===== config.mk =====
export PLATFORM = sky130hd
export DESIGN_NAME = pipe_mult
export DESIGN_NICKNAME = d
export VERILOG_FILES = /design/src/rtl/pipe_mult_pkg.sv /design/src/rtl/pipe_mult_delay.sv /design/src/rtl/pipe_mult_core.sv /design/src/rtl/pipe_mult_round.sv /design/src/rtl/pipe_mult.sv
export SDC_FILE = /design/constraint.sdc
export NUM_CORES = 1
export LEC_CHECK = 0
export BUFFER_PORTS_ARGS = -buffer_cell sky130_fd_sc_hd__buf_2
export CORE_AREA = 2 2 143 200
export CTS_CLUSTER_SIZE = 10
export DETAILED_ROUTE_END_ITERATION = 10
export DIE_AREA = 0 0 145 202
export HOLD_SLACK_MARGIN = 0.02
export PLACE_DENSITY = 0.74
export SETUP_SLACK_MARGIN = 0.5
export SKIP_CTS_REPAIR_TIMING = 1
export SLEW_MARGIN = 20
export SYNTH_ARGS = -nofsm -noshare
export SYNTH_HDL_FRONTEND = slang
export SYNTH_SLANG_ARGS = --single-unit

===== constraint.sdc =====
create_clock -name clk -period 6.47 [get_ports clk]
set_input_delay 0 -clock clk [delete_from_list [all_inputs] [get_ports clk]]
set_output_delay 0 -clock clk [all_outputs]
set_load 0.05 [all_outputs]

===== src/rtl/pipe_mult_pkg.sv =====
package pipe_mult_pkg;

    // Which control wins when clear and enable disagree.
    typedef enum logic {
        PRI_CLEAR_WINS  = 1'b0,
        PRI_ENABLE_WINS = 1'b1
    } clr_pri_e;

    // Effective control seen by every pipeline stage.
    typedef struct packed {
        logic ce;
        logic clr;
    } ctl_t;

    function automatic logic stage_clears(ctl_t c, clr_pri_e pri);
        return c.clr && ((pri == PRI_CLEAR_WINS) || c.ce);
    endfunction

endpackage


===== src/rtl/pipe_mult_delay.sv =====
module pipe_mult_delay
    import pipe_mult_pkg::*;
#(
    parameter int       W   = 8,
    parameter int       N   = 1,
    parameter clr_pri_e PRI = PRI_CLEAR_WINS
) (
    input  logic         clk,
    input  ctl_t         ctl,
    input  logic [W-1:0] din,
    output logic [W-1:0] dout
);

    generate
        if (N == 0) begin : g_pass
            logic unused_ctl;
            assign unused_ctl = ^{clk, ctl};
            assign dout = din;
        end else begin : g_regs
            logic [W-1:0] stg_d [N];
            logic [W-1:0] stg_q [N];
            logic         clear_d;
            logic         primed_q = 1'b0;

            always_comb begin
                clear_d = stage_clears(ctl, PRI);
                if (clear_d) begin
                    stg_d[0] = '0;
                end else if (ctl.ce) begin
                    stg_d[0] = din;
                end else begin
                    stg_d[0] = stg_q[0];
                end
                for (int i = 1; i < N; i++) begin
                    if (clear_d) begin
                        stg_d[i] = '0;
                    end else if (ctl.ce) begin
                        stg_d[i] = stg_q[i-1];
                    end else begin
                        stg_d[i] = stg_q[i];
                    end
                end
            end

            always_ff @(posedge clk) begin
                stg_q <= stg_d;
                if (ctl.clr) begin
                    primed_q <= 1'b1;
                end
            end

            assign dout = stg_q[N-1];

            // Value that should move into the last stage on an advancing edge.
            logic [W-1:0] tap;
            if (N == 1) begin : g_tap_in
                assign tap = din;
            end else begin : g_tap_stg
                assign tap = stg_q[N-2];
            end

            AST_CLEAR_ZEROES: assert property (@(posedge clk) disable iff (!primed_q)
                (ctl.clr && (ctl.ce || PRI == PRI_CLEAR_WINS)) |=> (dout == '0));
            AST_CLEAR_BEATS_HOLD: assert property (@(posedge clk) disable iff (!primed_q)
                (PRI == PRI_CLEAR_WINS && ctl.clr && !ctl.ce) |=> (dout == '0));
            AST_CLEAR_NEEDS_CE: assert property (@(posedge clk) disable iff (!primed_q)
                (PRI == PRI_ENABLE_WINS && ctl.clr && !ctl.ce) |=> $stable(dout));
            AST_HOLD_ON_IDLE: assert property (@(posedge clk) disable iff (!primed_q)
                (!ctl.ce && !ctl.clr) |=> $stable(dout));
            AST_ADVANCE_ONE: assert property (@(posedge clk) disable iff (!primed_q)
                (ctl.ce && !ctl.clr) |=> (dout == $past(tap)));
        end
    endgenerate

endmodule


===== src/rtl/pipe_mult_core.sv =====
module pipe_mult_core #(
    parameter int A_W      = 18,
    parameter int B_W      = 18,
    parameter bit A_SIGNED = 1'b1,
    parameter bit B_SIGNED = 1'b1,
    localparam int P_W     = A_W + B_W
) (
    input  logic [A_W-1:0] a,
    input  logic [B_W-1:0] b,
    output logic [P_W-1:0] prod,
    output logic           neg
);

    // One guard bit above the full product keeps unsigned operands non-negative.
    localparam int EW = P_W + 1;

    logic signed [EW-1:0] ax;
    logic signed [EW-1:0] bx;
    logic signed [EW-1:0] px;
    logic                 unused_top;

    always_comb begin
        ax   = A_SIGNED ? {{(EW-A_W){a[A_W-1]}}, a} : {{(EW-A_W){1'b0}}, a};
        bx   = B_SIGNED ? {{(EW-B_W){b[B_W-1]}}, b} : {{(EW-B_W){1'b0}}, b};
        px   = ax * bx;
        prod = px[P_W-1:0];
        neg  = (A_SIGNED || B_SIGNED) ? px[P_W-1] : 1'b0;
    end

    assign unused_top = px[EW-1];

endmodule


===== src/rtl/pipe_mult_round.sv =====
module pipe_mult_round #(
    parameter int P_W      = 36,
    parameter int OUT_HI   = 35,
    parameter int OUT_LO   = 0,
    parameter bit ROUND_EN = 1'b0,
    localparam int OW      = OUT_HI - OUT_LO + 1
) (
    input  logic [P_W-1:0] prod,
    input  logic           neg,
    output logic [OW-1:0]  res
);

    generate
        if (ROUND_EN && OUT_LO > 0) begin : g_rnd
            localparam logic [P_W:0] HALF    = (P_W+1)'(1) << (OUT_LO - 1);
            localparam logic [P_W:0] HALF_M1 = HALF - (P_W+1)'(1);

            logic [P_W:0] ext_d;
            logic [P_W:0] sum_d;
            logic         unused_sum;

            always_comb begin
                ext_d = {neg, prod};
                sum_d = ext_d + (neg ? HALF_M1 : HALF);
            end

            assign res        = sum_d[OUT_HI:OUT_LO];
            assign unused_sum = ^sum_d;
        end else begin : g_cut
            logic unused_cut;
            assign res        = prod[OUT_HI:OUT_LO];
            assign unused_cut = ^{prod, neg};
        end
    endgenerate

endmodule


===== src/rtl/pipe_mult.sv =====
module pipe_mult
    import pipe_mult_pkg::*;
#(
    parameter int       A_W      = 18,
    parameter int       B_W      = 18,
    parameter bit       A_SIGNED = 1'b1,
    parameter bit       B_SIGNED = 1'b1,
    parameter int       OUT_HI   = 35,
    parameter int       OUT_LO   = 0,
    parameter bit       ROUND_EN = 1'b0,
    parameter int       DEPTH    = 1,
    parameter bit       USE_CE   = 1'b1,
    parameter bit       USE_CLR  = 1'b1,
    parameter clr_pri_e PRI      = PRI_CLEAR_WINS
) (
    input  logic                     clk,
    input  logic                     ce,
    input  logic                     sclr,
    input  logic [A_W-1:0]           a,
    input  logic [B_W-1:0]           b,
    output logic [OUT_HI-OUT_LO:0]   p
);

    localparam int P_W     = A_W + B_W;
    localparam int OW      = OUT_HI - OUT_LO + 1;
    localparam int IN_STG  = (DEPTH >= 2) ? 1 : 0;
    localparam int OUT_STG = DEPTH - IN_STG;

    ctl_t           ctl_d;
    logic [P_W-1:0] ops_q;
    logic [P_W-1:0] prod_d;
    logic           neg_d;
    logic [OW-1:0]  res_d;

    always_comb begin
        ctl_d.ce  = USE_CE  ? ce   : 1'b1;
        ctl_d.clr = USE_CLR ? sclr : 1'b0;
    end

    pipe_mult_delay #(.W(P_W), .N(IN_STG), .PRI(PRI)) u_in_stage (
        .clk  (clk),
        .ctl  (ctl_d),
        .din  ({a, b}),
        .dout (ops_q)
    );

    pipe_mult_core #(
        .A_W(A_W), .B_W(B_W), .A_SIGNED(A_SIGNED), .B_SIGNED(B_SIGNED)
    ) u_core (
        .a    (ops_q[P_W-1:B_W]),
        .b    (ops_q[B_W-1:0]),
        .prod (prod_d),
        .neg  (neg_d)
    );

    pipe_mult_round #(
        .P_W(P_W), .OUT_HI(OUT_HI), .OUT_LO(OUT_LO), .ROUND_EN(ROUND_EN)
    ) u_round (
        .prod (prod_d),
        .neg  (neg_d),
        .res  (res_d)
    );

    pipe_mult_delay #(.W(OW), .N(OUT_STG), .PRI(PRI)) u_out_stage (
        .clk  (clk),
        .ctl  (ctl_d),
        .din  (res_d),
        .dout (p)
    );

endmodule


==> flow_results.org, run 1 <==
** Layout
- The register with the most flip-flops in the layout has 36 of them.
- Core utilization of the finished layout :: 0.526
- The sequential cells in the finished layout cover a total of 721 µm².
- Post-layout nets :: 1982
- Share of post-route cells with drive strength above 1 :: 0.0723
- Fill cells in the final layout number 2534.
- The number of antenna diodes in the final layout is 0.
- Finished Layout Cells :: 1892
- Compared with the post-synthesis result, the final layout area differs by 6.66%.
- Area taken by multi-input logic gates :: 0.0112 mm²

** Setup path
- Setup slack on the worst reg-to-reg path comes out at 5590 ps.
- On the worst path, the slowest cell contributes a delay of 600 ps.
- Combined buffer and inverter count along the critical path :: 6
- Of all nets on the critical path, the largest fanout is 18.
- Element type at the critical path end :: flip-flop
- Number of cells traversed by the worst register-to-register path :: 3
- The startpoint identified for the worst register-to-register timing path is u_out_stage.dout[34].
- The cell that appears most often on the critical path is sky130_fd_sc_hd__fa_1.
- Crit path required time :: 6640 ps
- The worst register-to-register path ends at u_out_stage.dout[34].
- The critical path is of the input pin to flip-flop type.
- Critical Path Source Type :: input pin
- Slowest cell on the critical path :: sky130_fd_sc_hd__fa_1
- Critical-path cell list :: buf_2, and2_1, fa_1, inv_1, fa_1, inv_1, fa_1, inv_1, fa_1, fa_1, fa_1, inv_1, ha_1, and3_1, and3_1, a311oi_4, buf_4, a21oi_1, o21a_1, or3_1, a31o_2
- Among cell families on the critical path, the largest total delay comes from adder cells.
- Data arrives at the worst endpoint at 5960 ps.

** Routing
- Initial detailed-routing violation count :: 433
- Detailed-route via count :: 9908
- Final WL :: 31100 µm
- Number of remaining DRC errors :: 0
- The detailed router used layers up to and including met4.
- DR WL met3 :: 928 µm
- Wire segments on met2 add up to 17700 µm in the final route.
- Before antenna repair, the detailed router went through 5 iterations.
- Routed Antenna Nets :: 0
- Vias per inst :: 5.24
- DRT met1 WL :: 11100 µm
- Routed WL per cell :: 16.4 µm

** GRT
- Total routing resource utilization after global routing :: 0.221
- Number of antenna violations at the first check in global routing :: 0
- The number of global-route vias before repair is 10900.
- First-pass GRT wire length :: 52400 µm
- Residual overflow from global routing :: 0
- Entering global routing, the biggest net connects 63 pins.

** CTS
- TritonCTS built the clock tree.
- The H-tree was split into 2 levels.
- Max Root-Sink Buffers :: 2
- Clock root buffer :: sky130_fd_sc_hd__clkbuf_16
- At the later pin of the worst-skew pair, clock insertion delay measures 270 ps.
- After clock tree synthesis, the clock-pin slew on the worst setup and hold paths is 60 ps.
- The number of clock buffers added by TritonCTS is 5.
- CTS saw 36 sinks.

** STA
- At the pin with the least slew margin, the transition time is 891 ps.
- Worst slack on hold paths :: 195 ps
- The worst path needs 5790 ps of the cycle, external delays included.
- Setup repair after global routing missed its margin :: no
- Final Max Tran Viols :: 0
- In the finished design, the share of the clock period the worst path needs comes to 0.895.
- Final setup violation count :: 0
- Worst slew slack as a fraction of its limit :: 0.406
- On the final layout, the worst clock skew is 0 ps.
- After routing, the total negative slack on setup checks comes to 0 ps.
- The number of endpoints with negative hold slack in the final report is 0.
- Top achievable clock speed :: 173 MHz

** Die
- I/O pins :: 75
- Std cell rows :: 72
- The die covers 0.0293 mm².
- Die Span X :: 145 µm
- The floorplan step defined a core boundary enclosing 0.0275 mm².
- Measured along the y axis, the die boundary spans 202 µm.
- For this configuration, the core starts out at a cell density of 0.493.

** Synthesis
- A synthesized cell averages 9.10 µm².
- Most common cell in the synthesized netlist :: sky130_fd_sc_hd__inv_1
- Most common flop cell mapped by yosys :: sky130_fd_sc_hd__dfxtp_1
- Number of enable-type register cells in the synthesized netlist :: 0
- Synthesized area :: 0.0135 mm²
- Top post-synthesis cells by count :: sky130_fd_sc_hd__inv_1 (374), sky130_fd_sc_hd__fa_1 (329), sky130_fd_sc_hd__nand2_1 (168)
- After technology mapping, the gate count stands at 1488.
- By area the synthesized netlist is led by sky130_fd_sc_hd__fa_1 (49%), sky130_fd_sc_hd__inv_1 (10%), sky130_fd_sc_hd__ha_1 (8.6%).
- For this run, the register share of the synthesized area comes to 0.0532.
- Count of different cell masters after synthesis :: 54
- Largest area contributor in the synthesized netlist :: sky130_fd_sc_hd__fa_1
- Top cell type's share of synthesized area :: 0.486
- YS warnings :: 0
- Count of state elements after synthesis :: 36
- Net count after synthesis :: 1949
- Proportion of synthesized flip-flops having asynchronous set or reset :: 0

** Hold path
- The worst hold path begins at b[0].
- The worst hold path passes through 3 cells.
- The worst hold path terminates at u_out_stage.dout[0].
- Worst hold path type :: input pin to flip-flop

** Placement
- The number of placed instances, taps included, is 1881.
- GPL Wtd Cong :: 0.866
- Number of I/O port buffers :: 74
- Detailed placement finished with a half-perimeter wire length of 26700 µm.

** Run
- Across the run, the number of max-cap violations was 0.

** Run status
- The flow ran to the end, and the final reports show no timing, DRC or antenna violations.
worst min-delay path: cells and delay by family:
kind,cells,cell delay [ps]
buffers and inverters,1,220
and+or+nand+nor,1,130
AOI/OAI and AO/OA,1,60
logic make-up after synthesis:
kind of cell               Yosys count  share of synthesized area
AOI/OAI and AO/OA                  110                     0.0567
DFF                                 36                     0.0532
xor gates and xnor gates            24                     0.0155
muxes                               19                     0.0141
and+or+nand+nor                    445                      0.168
buffers and inverters              432                      0.120
adders and majority gates          422                      0.572
area by class of cell:
type / instances / share of cell area
Clock buffer: 5 / 0.00866
Clock inverter: 3 / 0.00320
Inverter: 374 / 0.0974
Multi-Input combinational cell: 1020 / 0.777
Sequential cell: 36 / 0.0499
Tap cell: 370 / 0.0320
Timing Repair Buffer: 84 / 0.0314
worst max-delay path by stage:
stage          start                    to  slack, ps  cells after the start
2_1_floorplan  a[17]  u_out_stage.dout[30]        600                     25
3_3_place_gp    b[3]  u_out_stage.dout[26]        490                     20
3_5_place_dp    b[1]  u_out_stage.dout[30]        330                     23
4_1_cts         b[1]  u_out_stage.dout[30]        610                     23
5_1_grt        a[13]  u_out_stage.dout[35]        500                     20
6_report        b[3]  u_out_stage.dout[25]        680                     21
cells in the final DEF, fill, tap and decap left out, types with 14 or more instances in the layout:
master / n
sky130_fd_sc_hd__xnor2_1: 20
sky130_fd_sc_hd__inv_1: 373
sky130_fd_sc_hd__ha_1: 92
sky130_fd_sc_hd__and2_1: 160
sky130_fd_sc_hd__o21ai_0: 16
sky130_fd_sc_hd__nor2_1: 37
sky130_fd_sc_hd__nand2_1: 168
sky130_fd_sc_hd__dfxtp_1: 36
sky130_fd_sc_hd__a21oi_1: 29
sky130_fd_sc_hd__fa_1: 328
sky130_fd_sc_hd__buf_2: 71
sky130_fd_sc_hd__nor2b_1: 18
sky130_fd_sc_hd__nand2b_1: 14
sky130_fd_sc_hd__mux2i_1: 18
metrics by stage:
stage                     setup slack (ps)  instance area [µm²]
after global routing                   500                14400
after CTS                              607                14400
final                                  680                14400
after global placement                 492                14200
after detailed placement               331                14200
after floorplan                        600                13500
routing by layer:
layer	vias up	track usage
met5	-	0
met4	0	0.0930
met2	261	0.427
met3	79	0.0149
li1	4444	-
met1	5124	0.250
Power of run 1 is left out: the tool's default activity adds up to more than one toggle a clock period on the data nets, which glitch-free logic cannot reach.
==> inputs of run 2 (changes only) <==
==> constraint.sdc (replaced) <==
create_clock -name clk -period 6.47 [get_ports clk]
set_input_delay 1.941 -clock clk [delete_from_list [all_inputs] [get_ports clk]]
set_output_delay 1.941 -clock clk [all_outputs]
set_load 0.05 [all_outputs]
==> run 2 against run 1 <==
Effect of this change: the run now ends with negative setup slack left; utilization increased by 8.8 points; die area unchanged; count of clock-buffer cells in the layout unchanged; non-clock buffer count rose by 195; first-iteration DRC count increased by 7.2%; global-route usage grew 2.4 points; critical path type unchanged.
==> flow_results.org, run 2 (synthesis gave the netlist of run 1 again) <==
** Run status
- The run finished, with violations left.
- The checks that failed: negative setup slack.

** Routing
- Routed WL per cell :: 16.6 µm (+1.2%)
- Detailed Routing Iterations Pass 1 :: 5 (unchanged)
- Initial detailed-routing violation count :: 464 (+7.2%)
- Number of remaining DRC errors :: 0 (unchanged)
- The per-cell via count in the routed design came to 5.09 (-2.7%).
- Routed Antenna Nets :: 0 (unchanged)
- The overall via count from detail_route was 10600 (+7.3%).
- The routed wire length came to 34700 µm (+12%).

** STA
- The relative max-transition margin is 0.395 (-0.0114).
- Maximum clock skew at final layout :: 0 ps (unchanged)
- The count of pins over their slew limit came to 0 (unchanged).
- Fraction of the cycle the final worst path needs :: 1.13 (+0.232)
- The final critical-path required period is 7290 ps (+1500 ps).
- The minimum hold slack was 465 ps (+270 ps).
- Setup repair after global routing missed its margin :: yes
- The highest attainable clock frequency came to 137 MHz (-21%).
- Post-layout worst setup margin :: -823 ps (-1500 ps)
- Final setup violation count :: 24 (+24)
- The number of endpoints with negative hold slack in the final report is 0 (unchanged).
- Transition time at the pin with the least slew margin :: 908 ps (+17.1 ps)

** Die
- The starting utilization of the core area was 0.493 (unchanged).
- The area of the die came to 0.0293 mm² (unchanged).
- Die Span X :: 145 µm (unchanged)
- Std cell rows :: 72 (unchanged)
- The height of the die came to 202 µm (unchanged).
- Core outline area :: 0.0275 mm² (unchanged)
- The number of I/O pins came to 75 (unchanged).

** CTS
- The clock latency at the later pin of the worst-skew pair is 280 ps (about the same).
- Number of clock sinks :: 36 (unchanged)
- H-tree lvl count :: 2 (unchanged)
- The total CTS buffers was 5 (unchanged).
- CTS tree :: done
- Clock root buffer :: sky130_fd_sc_hd__clkbuf_16
- Max Root-Sink Buffers :: 2 (unchanged)
- Clock transition at the register clock pins on the worst setup and hold paths after CTS :: 60 ps (about the same)

** GRT
- Total routing resource utilization after global routing :: 0.245 (+0.0237)
- The number of global-route vias before repair was 12100 (+12%).
- Residual overflow from global routing :: 0 (unchanged)
- Number of antenna violations at the first check in global routing :: 0 (unchanged)
- The first-pass GRT wire length came to 57400 µm (+9.6%).
- The maximum number of pins on one net before global-route repair is 55 (-13%).

** Layout
- The final layout net count came to 2177 (+9.8%).
- Synthesis-to-finish area growth :: 24.5%
- The fraction of layout instances using a drive strength above 1 was 0.254 (+0.182).
- The final cell count without fillers is 2087 (+10%).
- Most common library cell in the layout ignoring fill and taps :: sky130_fd_sc_hd__inv_1
- Leaving out fill and tap cells, the most frequent cells in the layout are sky130_fd_sc_hd__inv_1 (348), sky130_fd_sc_hd__fa_1 (317), sky130_fd_sc_hd__buf_4 (184).
- Combined flip-flop and latch cell area :: 721 µm² (unchanged)
- The count of antenna diodes in the layout came to 0 (unchanged).
- The total of fill cells in the finished design was 2262 (-11%).
- Area taken by multi-input logic gates :: 0.0119 mm² (+6.2%)
- Number of flip-flops under the largest register name :: 36 (unchanged)

** Hold path
- The startpoint identified for the worst hold timing path is u_out_stage.dout[29].
- In this run the worst hold path is classified as flip-flop to flip-flop.

** Placement
- The pre-CTS setup slack was -1090 ps (-1420 ps).
- The final HPWL from detailed placement was 29600 µm (+11%).
- GPL Wtd Cong :: 0.934 (+7.8%)
- The count of input and output buffers is 74 (unchanged).
- The count of placed standard cells including taps was 2054 (+9.2%).

** Setup path
- Crit path required time :: 6660 ps (+20 ps)
- On the critical path the largest part of the delay comes from adder cells.
- The slowest stage of the critical path belongs to the cell sky130_fd_sc_hd__fa_1.
- Element type at the critical path end :: flip-flop
- Critical register-to-register path startpoint :: u_out_stage.dout[26]
- By instance count, the cell type seen most on the critical path is sky130_fd_sc_hd__fa_1.
- Crit Path Max Fanout :: 12 (-6)
- Critical Path Source Type :: input pin
- Critical path startpoint :: b[4]
- The critical path is of the input pin to flip-flop type.
- The critical path goes through buf_4, nand2_1, fa_1, fa_1, fa_1, fa_1, inv_2, fa_1, inv_2, fa_1, inv_2, ha_4, a21oi_1, o21ai_1, and3_4, a311oi_4, buf_4, a21oi_4, o21a_4, or3_1, a31oi_1.
- The count of buffer and inverter cells on the critical path was 5 (-1).
- Data arrival time at the worst-slack endpoint :: 7490 ps (+1530 ps)
- Slowest Stage Delay on Critical Path :: 600 ps (about the same)

** Run
- Maxcap violations :: 0 (unchanged)
-- run 2: cell count changes in the layout (fill, tap and decap cells not counted), moves of 13 or more --
cell / delta
sky130_fd_sc_hd__inv_2: +24
sky130_fd_sc_hd__buf_4: +174
sky130_fd_sc_hd__ha_1: -23
sky130_fd_sc_hd__ha_4: +20
sky130_fd_sc_hd__and2_4: +18
sky130_fd_sc_hd__buf_6: +26
sky130_fd_sc_hd__and2_1: -18
sky130_fd_sc_hd__inv_1: -25
sky130_fd_sc_hd__a21oi_1: -13
sky130_fd_sc_hd__buf_2: -20
-- run 2: path summary, 6_finish.rpt --
check	slack, ps	endpoint	depth (start not counted)
worst max-delay path	-820	u_out_stage.dout[35]	21
worst min-delay path	460	u_out_stage.dout[29]	2
worst max register to register	5550	u_out_stage.dout[26]	2
worst min register to register	460	u_out_stage.dout[29]	2
-- run 2: stage by stage --
stage,cell area (µm²),TNS (ps),utilization
floorplan,14200,-8560,-
global placement,15900,-19350,0.578
detailed placement,15900,-20880,0.578
CTS,16000,-13900,0.584
global route,16900,-17690,0.614
finish,16900,-13280,0.614
-- run 2: cell type report --
type                    instances  share of cell area
multi-input cells            1020               0.707
repair buffers                279               0.130
inverters                     374              0.0836
flip-flops and latches         36              0.0427
well taps                     370              0.0275
clock buffers                   5             0.00742
clock inverters                 3             0.00111
-- run 2: per-layer routing --
metal  vias up  routed length (µm)  GRT usage
met5         -                   0          0
met4         0                1730      0.114
met3        96                 950     0.0158
met2       250               19800      0.481
met1      5456               12200      0.265
li1       4830                   -          -
-- run 2: worst min-delay path, cell delays in order (launching register included) --
cell and delay (ps):
sky130_fd_sc_hd__dfxtp_1 300, sky130_fd_sc_hd__nand2b_1 60, sky130_fd_sc_hd__a21oi_1 50
Power of run 2 is left out for the same reason.
